==> config.mk <==
export PLATFORM = sky130hd
export DESIGN_NAME = hilo_hazard_mon
export DESIGN_NICKNAME = d
export VERILOG_FILES = /design/src/rtl/hilo_mon_pkg.sv /design/src/rtl/hilo_timebase.sv /design/src/rtl/hilo_reg_history.sv /design/src/rtl/hilo_rule_eval.sv /design/src/rtl/hilo_hazard_mon.sv
export SDC_FILE = /design/constraint.sdc
export NUM_CORES = 1
export LEC_CHECK = 0
export BUFFER_PORTS_ARGS = -buffer_cell sky130_fd_sc_hd__buf_4
export CAP_MARGIN = 20
export CORE_MARGIN = 10
export CORE_UTILIZATION = 53
export CTS_CLUSTER_DIAMETER = 60
export DETAILED_ROUTE_END_ITERATION = 12
export GPL_ROUTABILITY_DRIVEN = 0
export PLACE_DENSITY = 0.7
export SYNTH_ARGS = -nofsm -noshare
export SYNTH_HDL_FRONTEND = slang
export SYNTH_HIERARCHICAL = 1
export SYNTH_SLANG_ARGS = --single-unit
==> constraint.sdc <==
create_clock -name clk -period 14.4 [get_ports clk]
set_input_delay 2.88 -clock clk [delete_from_list [all_inputs] [get_ports clk]]
set_output_delay 2.88 -clock clk [all_outputs]
set_load 0.01 [all_outputs]
==> src/rtl/hilo_mon_pkg.sv <==
package hilo_mon_pkg;

    typedef enum logic [2:0] {
        CLS_NONE  = 3'd0,
        CLS_MT_HI = 3'd1,
        CLS_MT_LO = 3'd2,
        CLS_MF_HI = 3'd3,
        CLS_MF_LO = 3'd4,
        CLS_OP    = 3'd5
    } acc_cls_e;

    typedef enum logic [1:0] {
        RSN_NONE       = 2'd0,
        RSN_MT_NEAR_MF = 2'd1,
        RSN_OP_NEAR_MF = 2'd2,
        RSN_MF_STALE   = 2'd3
    } reason_e;

    localparam int SEL_HI = 0;
    localparam int SEL_LO = 1;
    localparam int MF_SPACING = 3;

    typedef struct packed {
        logic is_mt;
        logic is_mf;
        logic is_op;
        logic sel_lo;
    } acc_dec_t;

    function automatic acc_dec_t decode_cls(input logic [2:0] cls);
        acc_dec_t d;
        d = '0;
        case (cls)
            CLS_MT_HI: d.is_mt = 1'b1;
            CLS_MT_LO: begin d.is_mt = 1'b1; d.sel_lo = 1'b1; end
            CLS_MF_HI: d.is_mf = 1'b1;
            CLS_MF_LO: begin d.is_mf = 1'b1; d.sel_lo = 1'b1; end
            CLS_OP:    d.is_op = 1'b1;
            default:   d = '0;
        endcase
        return d;
    endfunction

endpackage

==> src/rtl/hilo_timebase.sv <==
module hilo_timebase #(
    parameter int TW = 32
) (
    input  logic          clk,
    input  logic          rst,
    input  logic          adv,
    output logic [TW-1:0] now
);
    always_ff @(posedge clk) begin
        if (rst)      now <= '0;
        else if (adv) now <= now + 1'b1;
    end
endmodule

==> src/rtl/hilo_reg_history.sv <==
module hilo_reg_history #(
    parameter int TW = 32,
    parameter int AW = 32,
    localparam int SW = TW + 2
) (
    input  logic                 clk,
    input  logic                 rst,
    input  logic                 wr_mt,
    input  logic                 wr_mf,
    input  logic                 wr_op,
    input  logic signed [SW-1:0] stamp,
    input  logic [AW-1:0]        addr,
    output logic signed [SW-1:0] mt_ts,
    output logic [AW-1:0]        mt_addr,
    output logic signed [SW-1:0] mf_ts,
    output logic [AW-1:0]        mf_addr,
    output logic signed [SW-1:0] op_ts,
    output logic [AW-1:0]        op_addr
);
    localparam logic signed [SW-1:0] SENTINEL = {2'b11, {TW{1'b0}}};

    always_ff @(posedge clk) begin
        if (rst) begin
            mt_ts   <= SENTINEL;
            mf_ts   <= SENTINEL;
            op_ts   <= SENTINEL;
            mt_addr <= '0;
            mf_addr <= '0;
            op_addr <= '0;
        end else begin
            if (wr_mt) begin mt_ts <= stamp; mt_addr <= addr; end
            if (wr_mf) begin mf_ts <= stamp; mf_addr <= addr; end
            if (wr_op) begin op_ts <= stamp; op_addr <= addr; end
        end
    end
endmodule

==> src/rtl/hilo_rule_eval.sv <==
module hilo_rule_eval
    import hilo_mon_pkg::*;
#(
    parameter int TW = 32,
    parameter int AW = 32,
    localparam int SW = TW + 2
) (
    input  acc_dec_t             dec,
    input  logic signed [SW-1:0] stamp,
    input  logic signed [SW-1:0] mt_ts   [2],
    input  logic [AW-1:0]        mt_addr [2],
    input  logic signed [SW-1:0] mf_ts   [2],
    input  logic [AW-1:0]        mf_addr [2],
    input  logic signed [SW-1:0] op_ts   [2],
    output reason_e              code,
    output logic [AW-1:0]        prev_addr
);
    localparam logic signed [SW-1:0] GAP = SW'(MF_SPACING);

    logic own_i;
    logic peer_i;
    logic near_hi;
    logic near_lo;
    logic near_own;

    always_comb begin
        own_i    = dec.sel_lo;
        peer_i   = ~dec.sel_lo;
        near_hi  = (mf_ts[SEL_HI] + GAP) > stamp;
        near_lo  = (mf_ts[SEL_LO] + GAP) > stamp;
        near_own = own_i ? near_lo : near_hi;
        code      = RSN_NONE;
        prev_addr = '0;
        if (dec.is_mt && near_own) begin
            code      = RSN_MT_NEAR_MF;
            prev_addr = mf_addr[own_i];
        end else if (dec.is_op && near_hi) begin
            code      = RSN_OP_NEAR_MF;
            prev_addr = mf_addr[SEL_HI];
        end else if (dec.is_op && near_lo) begin
            code      = RSN_OP_NEAR_MF;
            prev_addr = mf_addr[SEL_LO];
        end else if (dec.is_mf && (mt_ts[peer_i] > op_ts[own_i])
                     && (mf_ts[own_i] < op_ts[own_i])) begin
            code      = RSN_MF_STALE;
            prev_addr = mt_addr[peer_i];
        end
    end
endmodule

==> src/rtl/hilo_hazard_mon.sv <==
module hilo_hazard_mon
    import hilo_mon_pkg::*;
#(
    parameter int TW = 32,
    parameter int AW = 32
) (
    input  logic          clk,
    input  logic          rst,
    input  logic          beat_vld,
    input  logic [2:0]    beat_cls,
    input  logic [AW-1:0] beat_addr,
    output logic          err_pulse,
    output logic [1:0]    err_code,
    output logic [AW-1:0] err_addr_now,
    output logic [AW-1:0] err_addr_prev
);
    localparam int SW = TW + 2;

    logic [TW-1:0]        time_now;
    logic signed [SW-1:0] stamp;
    acc_dec_t             dec;
    logic signed [SW-1:0] mt_ts   [2];
    logic [AW-1:0]        mt_addr [2];
    logic signed [SW-1:0] mf_ts   [2];
    logic [AW-1:0]        mf_addr [2];
    logic signed [SW-1:0] op_ts   [2];
    logic [AW-1:0]        op_addr [2];
    reason_e              code;
    logic [AW-1:0]        prev_addr;

    assign dec   = beat_vld ? decode_cls(beat_cls) : '0;
    assign stamp = $signed({2'b00, time_now});

    hilo_timebase #(.TW(TW)) u_time (
        .clk (clk),
        .rst (rst),
        .adv (beat_vld),
        .now (time_now)
    );

    for (genvar g = 0; g < 2; g++) begin : g_reg
        hilo_reg_history #(.TW(TW), .AW(AW)) u_hist (
            .clk     (clk),
            .rst     (rst),
            .wr_mt   (dec.is_mt && (dec.sel_lo == 1'(g))),
            .wr_mf   (dec.is_mf && (dec.sel_lo == 1'(g))),
            .wr_op   (dec.is_op),
            .stamp   (stamp),
            .addr    (beat_addr),
            .mt_ts   (mt_ts[g]),
            .mt_addr (mt_addr[g]),
            .mf_ts   (mf_ts[g]),
            .mf_addr (mf_addr[g]),
            .op_ts   (op_ts[g]),
            .op_addr (op_addr[g])
        );
    end

    hilo_rule_eval #(.TW(TW), .AW(AW)) u_rule (
        .dec       (dec),
        .stamp     (stamp),
        .mt_ts     (mt_ts),
        .mt_addr   (mt_addr),
        .mf_ts     (mf_ts),
        .mf_addr   (mf_addr),
        .op_ts     (op_ts),
        .code      (code),
        .prev_addr (prev_addr)
    );

    always_ff @(posedge clk) begin
        if (rst || code == RSN_NONE) begin
            err_pulse     <= 1'b0;
            err_code      <= '0;
            err_addr_now  <= '0;
            err_addr_prev <= '0;
        end else begin
            err_pulse     <= 1'b1;
            err_code      <= code;
            err_addr_now  <= beat_addr;
            err_addr_prev <= prev_addr;
        end
    end

    // time follows valid beats only
    p_time_hold_r2: assert property (@(posedge clk) disable iff (rst)
        !beat_vld |=> $stable(time_now));
    p_time_step_r2: assert property (@(posedge clk) disable iff (rst)
        beat_vld |=> time_now == $past(time_now) + 1'b1);
    p_err_needs_beat_r2: assert property (@(posedge clk) disable iff (rst)
        err_pulse |-> $past(beat_vld));
    // reason matches class of the flagged beat
    p_mt_reason_r3: assert property (@(posedge clk) disable iff (rst)
        (err_pulse && err_code == 2'd1) |->
        ($past(beat_cls) == CLS_MT_HI || $past(beat_cls) == CLS_MT_LO));
    p_op_reason_r5: assert property (@(posedge clk) disable iff (rst)
        (err_pulse && err_code == 2'd2) |-> $past(beat_cls) == CLS_OP);
    p_mf_reason_r6: assert property (@(posedge clk) disable iff (rst)
        (err_pulse && err_code == 2'd3) |->
        ($past(beat_cls) == CLS_MF_HI || $past(beat_cls) == CLS_MF_LO));
    // output framing
    p_code_set_r8: assert property (@(posedge clk) disable iff (rst)
        err_pulse |-> err_code != 2'd0);
    p_quiet_r8: assert property (@(posedge clk) disable iff (rst)
        !err_pulse |-> (err_code == 2'd0 && err_addr_now == '0 && err_addr_prev == '0));
    p_addr_now_r8: assert property (@(posedge clk) disable iff (rst)
        err_pulse |-> err_addr_now == $past(beat_addr));
    // unused classes never flag
    p_idle_cls_r9: assert property (@(posedge clk) disable iff (rst)
        (beat_vld && (beat_cls == 3'd0 || beat_cls > 3'd5)) |=> !err_pulse);

endmodule

==> metrics.md <==
| Metric | Value |
|---|---|
| Outcome | `completed` |
| GRT Resource Usage Total | `a little over a fifth` |
| GRT overflow | `0` |
| Hold buffer count at cts | `0` |
| Root buf cell | `clkbuf_16` |
| Final Cell Area | `0.0247 sq mm` |
| Data arrival, critical path | `roughly 8.6 ns` |
| Chip height | `226 microns` |
| Crit end category | `register` |
| Startpoint Class | `input port` |
| Combinational Power Share | `between 6 and 7%` |
| Initial detailed-routing violation count | `about 1100` |
| Cell Pwr Density | `105 mW/mm^2` |
| Drt total wl | `roughly 55000 microns` |
| Area growth syn-to-layout | `9.42%` |
| Die width | `between 200 and 250 microns` |
| Slew HR | `21.5%` |
| Mapped Cells | `2349` |
| Die ar. | `~0.05 sq mm` |
| Min-Delay Path Class | `reg -> reg` |
| Number of CTS-inserted buffers | `47` |
| Max H-tree Level | `2` |
| Resize count post-CTS | `0` |
| Inst Count DP | `2884` |
| Clock Skew | `about 0.019 ns` |
| Global-route wire length before repair | `89000 microns` |
| Final Slew Violations | `0` |
| Seq. cell area | `~0.0086 sq mm` |
| Worst EP required | `between 10 and 15 ns` |
| RSZ-0062 raised after global routing | `false` |
| Fmax achieved | `about 120 MHz` |
| Sw Ratio | `a little under a quarter` |
| Area of the multi-input gates | `between 0.01 and 0.015 sq mm` |
| Number of I/O pins | `between 100 and 150` |
| Mean Syn Cell Area | `9.61 sq um` |
| Setup TNS | `0 ns` |
| Nets | `roughly 2600` |
| Drt wl/cell | `~18 microns` |
| Pint | `1970 uW` |
| Final Hold Vio Count | `0` |
| Vias | `around 17000` |
| Yosys warning count | `6` |
| Initial Utilization | `between 50% and 60%` |
| Worst setup path class | `in -> reg` |
| Peak VDD IR | `0.0818 mV` |
| Clock Sinks | `between 400 and 500` |
| Total power | `between 2000 and 3000 uW` |
| Largest net degree at the start of global routing | `between 100 and 150` |
| Clock Power Share | `a little under half` |
| Fill count | `3574` |
| Maximum clock insertion buffer count | `3` |
| First-pass DRT Iterations | `5` |
| # port buffers | `roughly 100` |
| Tcrit/Tclk final | `55.9%` |
| P_sw | `614 uW` |
| ANT cells | `0` |
| Core box area | `~0.042 sq mm` |
| Pleak | `0.00934 uW` |
| Clock latency at the later pin of the worst-skew pair | `0.60 ns` |
| Initial antenna violation count | `0` |
| Site Rows | `between 70 and 80` |
| Cell Count, Final, Fillers Out | `approximately 3000` |
| Final setup viols | `0` |
| Area after DPL | `around 0.023 sq mm` |
| Mapped Area | `~0.023 sq mm` |
| Layout cells sized above 1 | `roughly an eighth` |
| Routed Antenna Nets | `0` |
| Max Cap Viol | `0` |
| Vias in the first global route | `about 17000` |
| CTS tree | `built` |
| Seq pwr share | `between 40 and 50%` |
| Worst Path Max Fanout | `between 100 and 150` |
| # DRC | `0` |
| Fin crit period | `just over 8 ns` |
| Postcts setup bufs | `0` |
| Slew @ Worst Pin | `between 1 and 1.5 ns` |
| Vias per cell | `about 5.7` |
| Hpwl dp | `between 30000 and 40000 microns` |
| Clk pin slew, worst setup/hold paths | `around 0.060 ns` |
power by group through the flow:
stage               clock network, uW  registers (uW)  logic [uW]
finish                           1190            1220         177
global route                     1260            1220         190
CTS                              1210            1220         174
detailed placement                  0            1240         173
global placement                    0            1240         169
floorplan                           0            1240         125
sequential cells by signal, indices dropped and copies added, names as in the netlist:
signal,count
err_addr_now,32
g.u_hist/op_ts,68
g.u_hist/mf_addr,64
g.u_hist/mt_addr,64
u_time/now,32
g.u_hist/mf_ts,68
g.u_hist/mt_ts,68
err_addr_prev,32
err_code,2
err_pulse,1
final timing paths:
check / cells past startpoint / to / startpoint / slack, ns
worst min register to register: 2 / g_reg[0].u_hist/mt_ts[30]$_SDFFE_PP0P_ / g_reg[0].u_hist/mt_ts[30]$_SDFFE_PP0P_ / 0.49
worst min-delay path: 2 / g_reg[0].u_hist/mt_ts[30]$_SDFFE_PP0P_ / g_reg[0].u_hist/mt_ts[30]$_SDFFE_PP0P_ / 0.49
worst max register to register: 18 / err_addr_prev[29]$_SDFF_PN0_ / g_reg[1].u_hist/mf_ts[2]$_SDFFE_PP0P_ / 8.80
worst max-delay path: 17 / err_addr_now[9]$_SDFF_PN0_ / beat_cls[1] / 6.36
cells in the final DEF (no fill, tap or decap), types with 38 or more instances in the layout:
cell / n
ha_1: 138
mux2_2: 74
xnor2_1: 53
and2_1: 65
nand2_1: 109
nor2b_1: 62
inv_1: 54
nand4_1: 81
a21oi_1: 59
mux2i_1: 387
nand3_1: 38
dfxtp_1: 431
nor2_1: 383
clkbuf_16: 48
buf_4: 121
critical path, cell delays in order:
cell      delay [ns]
buf_4           0.13
xnor2_1         0.13
nor3b_2         0.24
buf_12          0.52
mux2_2          0.43
ha_1            0.33
and4_1          0.31
a221oi_1        0.81
nor2b_1         0.11
nor4_1          0.55
xnor2_2         0.17
buf_4           0.43
nand3_1         0.15
a21boi_0        0.25
o21ba_2         0.40
buf_12          0.26
and2_1          0.16
layer usage:
layer	track usage (%)	wire [microns]	vias to the layer above
met5	0	0	-
met4	6.17	1250	0
met3	2.45	2290	80
met2	36.5	26700	328
met1	26.9	24500	8255
li1	-	-	8316
per-stage QoR:
stage               utilization, %  hold slack [ns]  setup WS, ns
global placement              54.9            0.466          5.18
finish                        58.7            0.491          6.36
detailed placement            54.9            0.480          5.45
floorplan                        -            0.454          7.23
CTS                           58.6            0.494          6.05
global route                  58.7            0.508          6.10
final cells by class:
class | count | area share (%)
clock buffers | 73 | 5.73
clock inverters | 11 | 0.502
inverters | 55 | 0.841
multi-input cells | 1735 | 51.2
flip-flops and latches | 431 | 34.9
well taps | 539 | 2.73
repair buffers | 127 | 4.06
(Power assumes the default switching activity.)
